--- config.mk ---
export PLATFORM = sky130hd
export DESIGN_NAME = mesi_coherence_ctrl
export DESIGN_NICKNAME = d
export VERILOG_FILES = /design/src/rtl/mesi_pkg.sv /design/src/rtl/mesi_line_store.sv /design/src/rtl/mesi_txn_select.sv /design/src/rtl/mesi_coherence_ctrl.sv
export SDC_FILE = /design/constraint.sdc
export NUM_CORES = 1
export LEC_CHECK = 0
export ABC_AREA = 1
export BUFFER_PORTS_ARGS = -buffer_cell sky130_fd_sc_hd__clkbuf_2
export CORE_MARGIN = 2
export CORE_UTILIZATION = 45
export CTS_CLUSTER_DIAMETER = 200
export DETAILED_ROUTE_END_ITERATION = 6
export PLACE_DENSITY = 0.67
export SLEW_MARGIN = 15
export SYNTH_ARGS = -nofsm -noshare
export SYNTH_HDL_FRONTEND = slang
export SYNTH_SLANG_ARGS = --single-unit
--- constraint.sdc ---
create_clock -name clk -period 1.4 [get_ports clk]
set_input_delay 0.28 -clock clk [delete_from_list [all_inputs] [get_ports clk]]
set_output_delay 0.28 -clock clk [all_outputs]
set_load 0.03 [all_outputs]
--- src/rtl/mesi_pkg.sv ---
package mesi_pkg;

  typedef enum logic [1:0] {
    ST_I = 2'b00,
    ST_S = 2'b01,
    ST_E = 2'b10,
    ST_M = 2'b11
  } line_state_e;

  typedef enum logic [2:0] {
    BUS_NONE = 3'd0,
    BUS_RD   = 3'd1,
    BUS_RFO  = 3'd2,
    BUS_UPGR = 3'd3,
    BUS_WB   = 3'd4
  } bus_cmd_e;

  typedef enum logic [1:0] {
    SNP_RD   = 2'd0,
    SNP_RFO  = 2'd1,
    SNP_INV  = 2'd2,
    SNP_RSVD = 2'd3
  } snoop_kind_e;

  typedef struct packed {
    line_state_e nxt;
    bus_cmd_e    cmd;
  } step_t;

  function automatic logic holds_copy(line_state_e s);
    return s != ST_I;
  endfunction

  // Local processor access: next state and bus command.
  function automatic step_t local_step(line_state_e cur, logic wr, logic other_has);
    step_t r;
    r.nxt = cur;
    r.cmd = BUS_NONE;
    if (wr) begin
      r.nxt = ST_M;
      case (cur)
        ST_I:    r.cmd = BUS_RFO;
        ST_S:    r.cmd = BUS_UPGR;
        default: r.cmd = BUS_NONE;
      endcase
    end else if (cur == ST_I) begin
      r.cmd = BUS_RD;
      r.nxt = other_has ? ST_S : ST_E;
    end
    return r;
  endfunction

  // Snooped foreign transaction: next state and bus command.
  function automatic step_t snoop_step(line_state_e cur, snoop_kind_e k);
    step_t r;
    r.nxt = cur;
    r.cmd = BUS_NONE;
    if (holds_copy(cur) && k != SNP_RSVD) begin
      r.cmd = (cur == ST_M) ? BUS_WB : BUS_NONE;
      r.nxt = (k == SNP_RD) ? ST_S : ST_I;
    end
    return r;
  endfunction

endpackage

--- src/rtl/mesi_line_store.sv ---
module mesi_line_store
  import mesi_pkg::*;
#(
  parameter int NUM_LINES = 8,
  parameter int IDX_W     = $clog2(NUM_LINES)
) (
  input  logic              clk,
  input  logic              rst_n,
  input  logic              wr_en,
  input  logic [IDX_W-1:0]  wr_line,
  input  line_state_e       wr_state,
  input  logic [IDX_W-1:0]  rd_a_line,
  output line_state_e       rd_a_state,
  input  logic [IDX_W-1:0]  rd_b_line,
  output line_state_e       rd_b_state
);

  line_state_e st_q [NUM_LINES];

  for (genvar g = 0; g < NUM_LINES; g++) begin : g_line
    always_ff @(posedge clk or negedge rst_n) begin
      if (!rst_n)
        st_q[g] <= ST_I;
      else if (wr_en && wr_line == IDX_W'(g))
        st_q[g] <= wr_state;
    end
  end

  assign rd_a_state = st_q[rd_a_line];
  assign rd_b_state = st_q[rd_b_line];

endmodule

--- src/rtl/mesi_txn_select.sv ---
module mesi_txn_select
  import mesi_pkg::*;
#(
  parameter int IDX_W = 3
) (
  input  logic             lcl_valid,
  input  logic             lcl_write,
  input  logic [IDX_W-1:0] lcl_line,
  input  line_state_e      lcl_cur,
  input  logic             shared_in,
  input  logic             snp_valid,
  input  snoop_kind_e      snp_kind,
  input  logic [IDX_W-1:0] snp_line,
  input  line_state_e      snp_cur,
  output logic             sel_snoop,
  output logic             lcl_ready,
  output logic             lcl_hit,
  output logic             snp_shared,
  output logic             wr_en,
  output logic [IDX_W-1:0] wr_line,
  output line_state_e      wr_state,
  output bus_cmd_e         cmd
);

  step_t lcl_res;
  step_t snp_res;
  logic  snp_active;

  always_comb begin
    snp_active = snp_valid && (snp_kind != SNP_RSVD);
    lcl_res    = local_step(lcl_cur, lcl_write, shared_in);
    snp_res    = snoop_step(snp_cur, snp_kind);
    sel_snoop  = snp_active;
    lcl_ready  = !snp_active;
    lcl_hit    = lcl_valid && holds_copy(lcl_cur);
    snp_shared = snp_valid && (snp_kind == SNP_RD) && holds_copy(snp_cur);
    wr_en      = 1'b0;
    wr_line    = lcl_line;
    wr_state   = lcl_res.nxt;
    cmd        = BUS_NONE;
    if (snp_active) begin
      wr_line  = snp_line;
      wr_state = snp_res.nxt;
      cmd      = snp_res.cmd;
      wr_en    = holds_copy(snp_cur);
    end else if (lcl_valid) begin
      wr_en = 1'b1;
      cmd   = lcl_res.cmd;
    end
  end

endmodule

--- src/rtl/mesi_coherence_ctrl.sv ---
module mesi_coherence_ctrl
  import mesi_pkg::*;
#(
  parameter int NUM_LINES = 8,
  parameter int IDX_W     = $clog2(NUM_LINES)
) (
  input  logic             clk,
  input  logic             rst_n,
  input  logic             lcl_valid_i,
  input  logic             lcl_write_i,
  input  logic [IDX_W-1:0] lcl_line_i,
  input  logic             shared_in_i,
  output logic             lcl_ready_o,
  output logic             lcl_hit_o,
  input  logic             snp_valid_i,
  input  logic [1:0]       snp_kind_i,
  input  logic [IDX_W-1:0] snp_line_i,
  output logic             snp_shared_o,
  output logic [2:0]       bus_cmd_o,
  output logic [IDX_W-1:0] bus_line_o,
  output logic             upd_valid_o,
  output logic [IDX_W-1:0] upd_line_o,
  output logic [1:0]       upd_state_o
);

  line_state_e      lcl_cur;
  line_state_e      snp_cur;
  line_state_e      wr_state;
  logic             wr_en;
  logic             sel_snoop;
  logic [IDX_W-1:0] wr_line;
  bus_cmd_e         next_cmd;
  snoop_kind_e      snp_kind;

  assign snp_kind = snoop_kind_e'(snp_kind_i);

  mesi_line_store #(.NUM_LINES(NUM_LINES), .IDX_W(IDX_W)) u_store (
    .clk        (clk),
    .rst_n      (rst_n),
    .wr_en      (wr_en),
    .wr_line    (wr_line),
    .wr_state   (wr_state),
    .rd_a_line  (lcl_line_i),
    .rd_a_state (lcl_cur),
    .rd_b_line  (snp_line_i),
    .rd_b_state (snp_cur)
  );

  mesi_txn_select #(.IDX_W(IDX_W)) u_select (
    .lcl_valid  (lcl_valid_i),
    .lcl_write  (lcl_write_i),
    .lcl_line   (lcl_line_i),
    .lcl_cur    (lcl_cur),
    .shared_in  (shared_in_i),
    .snp_valid  (snp_valid_i),
    .snp_kind   (snp_kind),
    .snp_line   (snp_line_i),
    .snp_cur    (snp_cur),
    .sel_snoop  (sel_snoop),
    .lcl_ready  (lcl_ready_o),
    .lcl_hit    (lcl_hit_o),
    .snp_shared (snp_shared_o),
    .wr_en      (wr_en),
    .wr_line    (wr_line),
    .wr_state   (wr_state),
    .cmd        (next_cmd)
  );

  always_ff @(posedge clk or negedge rst_n) begin
    if (!rst_n) begin
      bus_cmd_o   <= BUS_NONE;
      bus_line_o  <= '0;
      upd_valid_o <= 1'b0;
      upd_line_o  <= '0;
      upd_state_o <= ST_I;
    end else begin
      bus_cmd_o   <= next_cmd;
      bus_line_o  <= wr_line;
      upd_valid_o <= wr_en;
      upd_line_o  <= wr_line;
      upd_state_o <= wr_state;
    end
  end

endmodule

==> flow_summary.ini <==
[status]
status = finished, violations left
violations = negative setup slack

[yosys]
syn_area_per_cell_um2 = 6.64
syn_inst = 236
syn_area_mm2 = 0.00157
synth_cell_types = 18
ys_warn_count = 0
syn_nets = 250
ys_seq_elements = 25
yosysSeqAreaShare_pct = 39.9

[clock_tree]
htreeDepth = 1
path_clk_slew_ps = 140
cts_tree = yes
clock_sinks = 25
clock_latency_ps = 320
ctsLongestPathBuffers = 2
clockRootBuffer = clkbuf_4
cts_buffers = 3

[global_route]
grt_max_degree = 26
grt_first_pass_wirelength_mm = 7.54
grt_overflow = 0
grt_pass1_vias = 1632
grt_usage_pct = 24.3
antenna_found_initial = 0

[setup_path]
critPathKind = reg2out
start_kind = flip-flop
arrival_ps = 1460
critPathMaxFanout = 2
slowest_stage = dfrtp_1
endpoint_kind = primary output
slowest_delay_ps = 410
reg2reg_to = upd_state_o[1]
critical_path.cell_chain = inv_2 -> nand2_1 -> nand3_1 -> nand3_1 -> nand2_2 -> a31oi_2 -> clkbuf_8
cp.required_ps = 1120
worstRegToRegCells = 11
crit_top_cell = nand3_1
path_buf_inv = 2
timing.rr.start = u_store.st_q[1]
r2r_setup_slack_ps = -170
critical_path.top_delay_family = flip-flops

[route]
num_vias = 1707
drc = 0
dr.pass1.iters = 5
viasPerCell = 4.93
postRouteAntennaNets = 0
wirelength_mm = 4.63
drt_iter0_drc = 98
wl_per_cell_um = 13.4

[sta]
fin_crit_ps = 1740
max_freq_mhz = 574
worst_slew_pin_slew_ps = 616
setup_violations = 20
slew_headroom_pct = 58.9
finalClockSkew_ps = 3.62
slew_viol_final = 0
finalHoldViolations = 0
setup_ws_ps = -341
timing.final.crit_share_pct = 124
grt_setup_unrepaired = true

[floorplanning]
die-area_mm2 = 0.00397
fp.coreArea_mm2 = 0.00334
die_h_um = 63
io_pins = 29
die_x_um = 63
row_count = 21
initial_utilization_pct = 46.9

[placement]
dp_hpwl_mm = 2.86
placed_cells = 320
io_buffers = 28
gp_congestion = 0.971
dpl-instance-area_mm2 = 0.00184

[power_and_ir_drop]
internal_power_mw = 1.58
max-vdd-ir-drop_mv = 0.751
seqPwrFrac_pct = 38.0
power.share.switching_pct = 42.2
powerDensity_mw_per_mm2 = 1190
p_leak_nw = 1.29
combPwrFrac_pct = 50.2
p_sw_mw = 1.15
clkPwrFrac_pct = 11.8

[finish]
layout.cells.non_filler = 346
antenna-diode-count = 0
final_nets = 315
area_growth_pct = 46.9
fin_util_pct = 69.0
design_area_mm2 = 0.00230
drive_gt1_share_pct = 50.0

[hold_path]
worstHoldStart = lcl_write_i
min_to = bus_cmd_o[0]
hold_depth = 3
hold_path_class = in2reg

[job]
drv_cap = 0
## layout by cell type (no fill, tap or decap), drive strengths merged
master	synthesis	final
nand3	23	23
nor3	1	1
a31oi	1	1
nor2	11	11
nand2	119	122
dfrtp	25	25
clkinv	0	1
clkbuf	0	30
dlygate4sd3	0	1
o21ai	3	3
buf	5	34
a21oi	9	9
inv	39	39
## flip-flops by register name, summed over array words and instances, names as in the netlist
register / flops
u_store.st_q: 16
upd_valid_o: 1
upd_state_o: 2
bus_cmd_o: 3
bus_line_o: 3
## power groups by stage
stage | Combinational, mW | Clock, mW | Sequential (mW)
detailed placement | 0.938 | 0 | 1.02
global route | 1.50 | 0.381 | 1.05
global placement | 0.950 | 0 | 1.01
floorplan | 0.600 | 0 | 1.05
finish | 1.37 | 0.322 | 1.04
CTS | 1.22 | 0.337 | 1.03
## tightest hold or removal path, stage by stage
cell,delay [ps]
clkbuf_2,120
nand2_1,90
a21oi_2,50
## how the worst max path moves through the flow
stage	to	from	depth (start not counted)	slack (ps)
after global placement	snp_shared_o	snp_line_i[0]	10	-250
after detailed placement	snp_shared_o	snp_line_i[0]	10	-230
final	lcl_hit_o	u_store.st_q[1]	7	-340
after CTS	snp_shared_o	u_store.st_q[14]	9	-310
after floorplan	snp_shared_o	snp_line_i[0]	9	30
after global routing	snp_shared_o	u_store.st_q[8]	9	-420
## per-layer routing
layer / vias up / GRT usage (%) / share of wire [%] / wire length [um]
li1: 842 / - / - / -
met3: 12 / 2.34 / 5.6 / 260
met5: - / 0 / 0 / 0
met2: 69 / 39.2 / 49 / 2290
met4: 0 / 7.50 / 1.5 / 68
met1: 784 / 34.5 / 43 / 2010
## cell families (layout without fill, tap and decap cells)
group / Yosys count / in the layout / synth area share [%]
AND/OR/NAND/NOR: 154 / 157 / 42.4
buffers and inverters: 44 / 105 / 12.7
flip-flops: 25 / 25 / 39.9
AO/OA/AOI/OAI: 13 / 13 / 4.95
## synth_stat cells (all sizes together)
master | count | area, um^2
a21oi | 9 | 45.0
dfrtp | 25 | 626
nor2 | 11 | 67.6
inv | 39 | 154
buf | 5 | 45.0
a31oi | 1 | 6.26
nand2 | 119 | 477
nand3 | 23 | 115
o21ai | 3 | 26.3
nor3 | 1 | 5.00
## area by class of cell
type | instances | area (um^2)
Clock buffer | 3 | 22.5
Clock inverter | 1 | 5.00
Fill cell | 272 | 1040
Inverter | 39 | 154
Multi-Input combinational cell | 170 | 993
Sequential cell | 25 | 626
Tap cell | 46 | 57.6
Timing Repair Buffer | 62 | 443
## repair_timing
action,CTS,global route
resized for setup,39,46
hold buffers,1,0
gates cloned,3,0
hold endpoints to repair,25,0
pin swaps,12,19
setup buffers,19,10
endpoints found under the setup margin,18,22
## stage by stage
| step | setup WS, ps | setup TNS (ps) | total power [mW] | hold WS, ps |
|---|---|---|---|---|
| final | -341 | -3040 | 2.73 | 247 |
| after global routing | -418 | -4620 | 2.94 | 255 |
| after CTS | -311 | -1590 | 2.58 | 190 |
| after detailed placement | -233 | -2980 | 1.96 | 319 |
| after global placement | -246 | -2770 | 1.96 | 324 |
| after floorplan | 25.2 | 0 | 1.65 | -15.6 |
(Power assumes the default switching activity.)
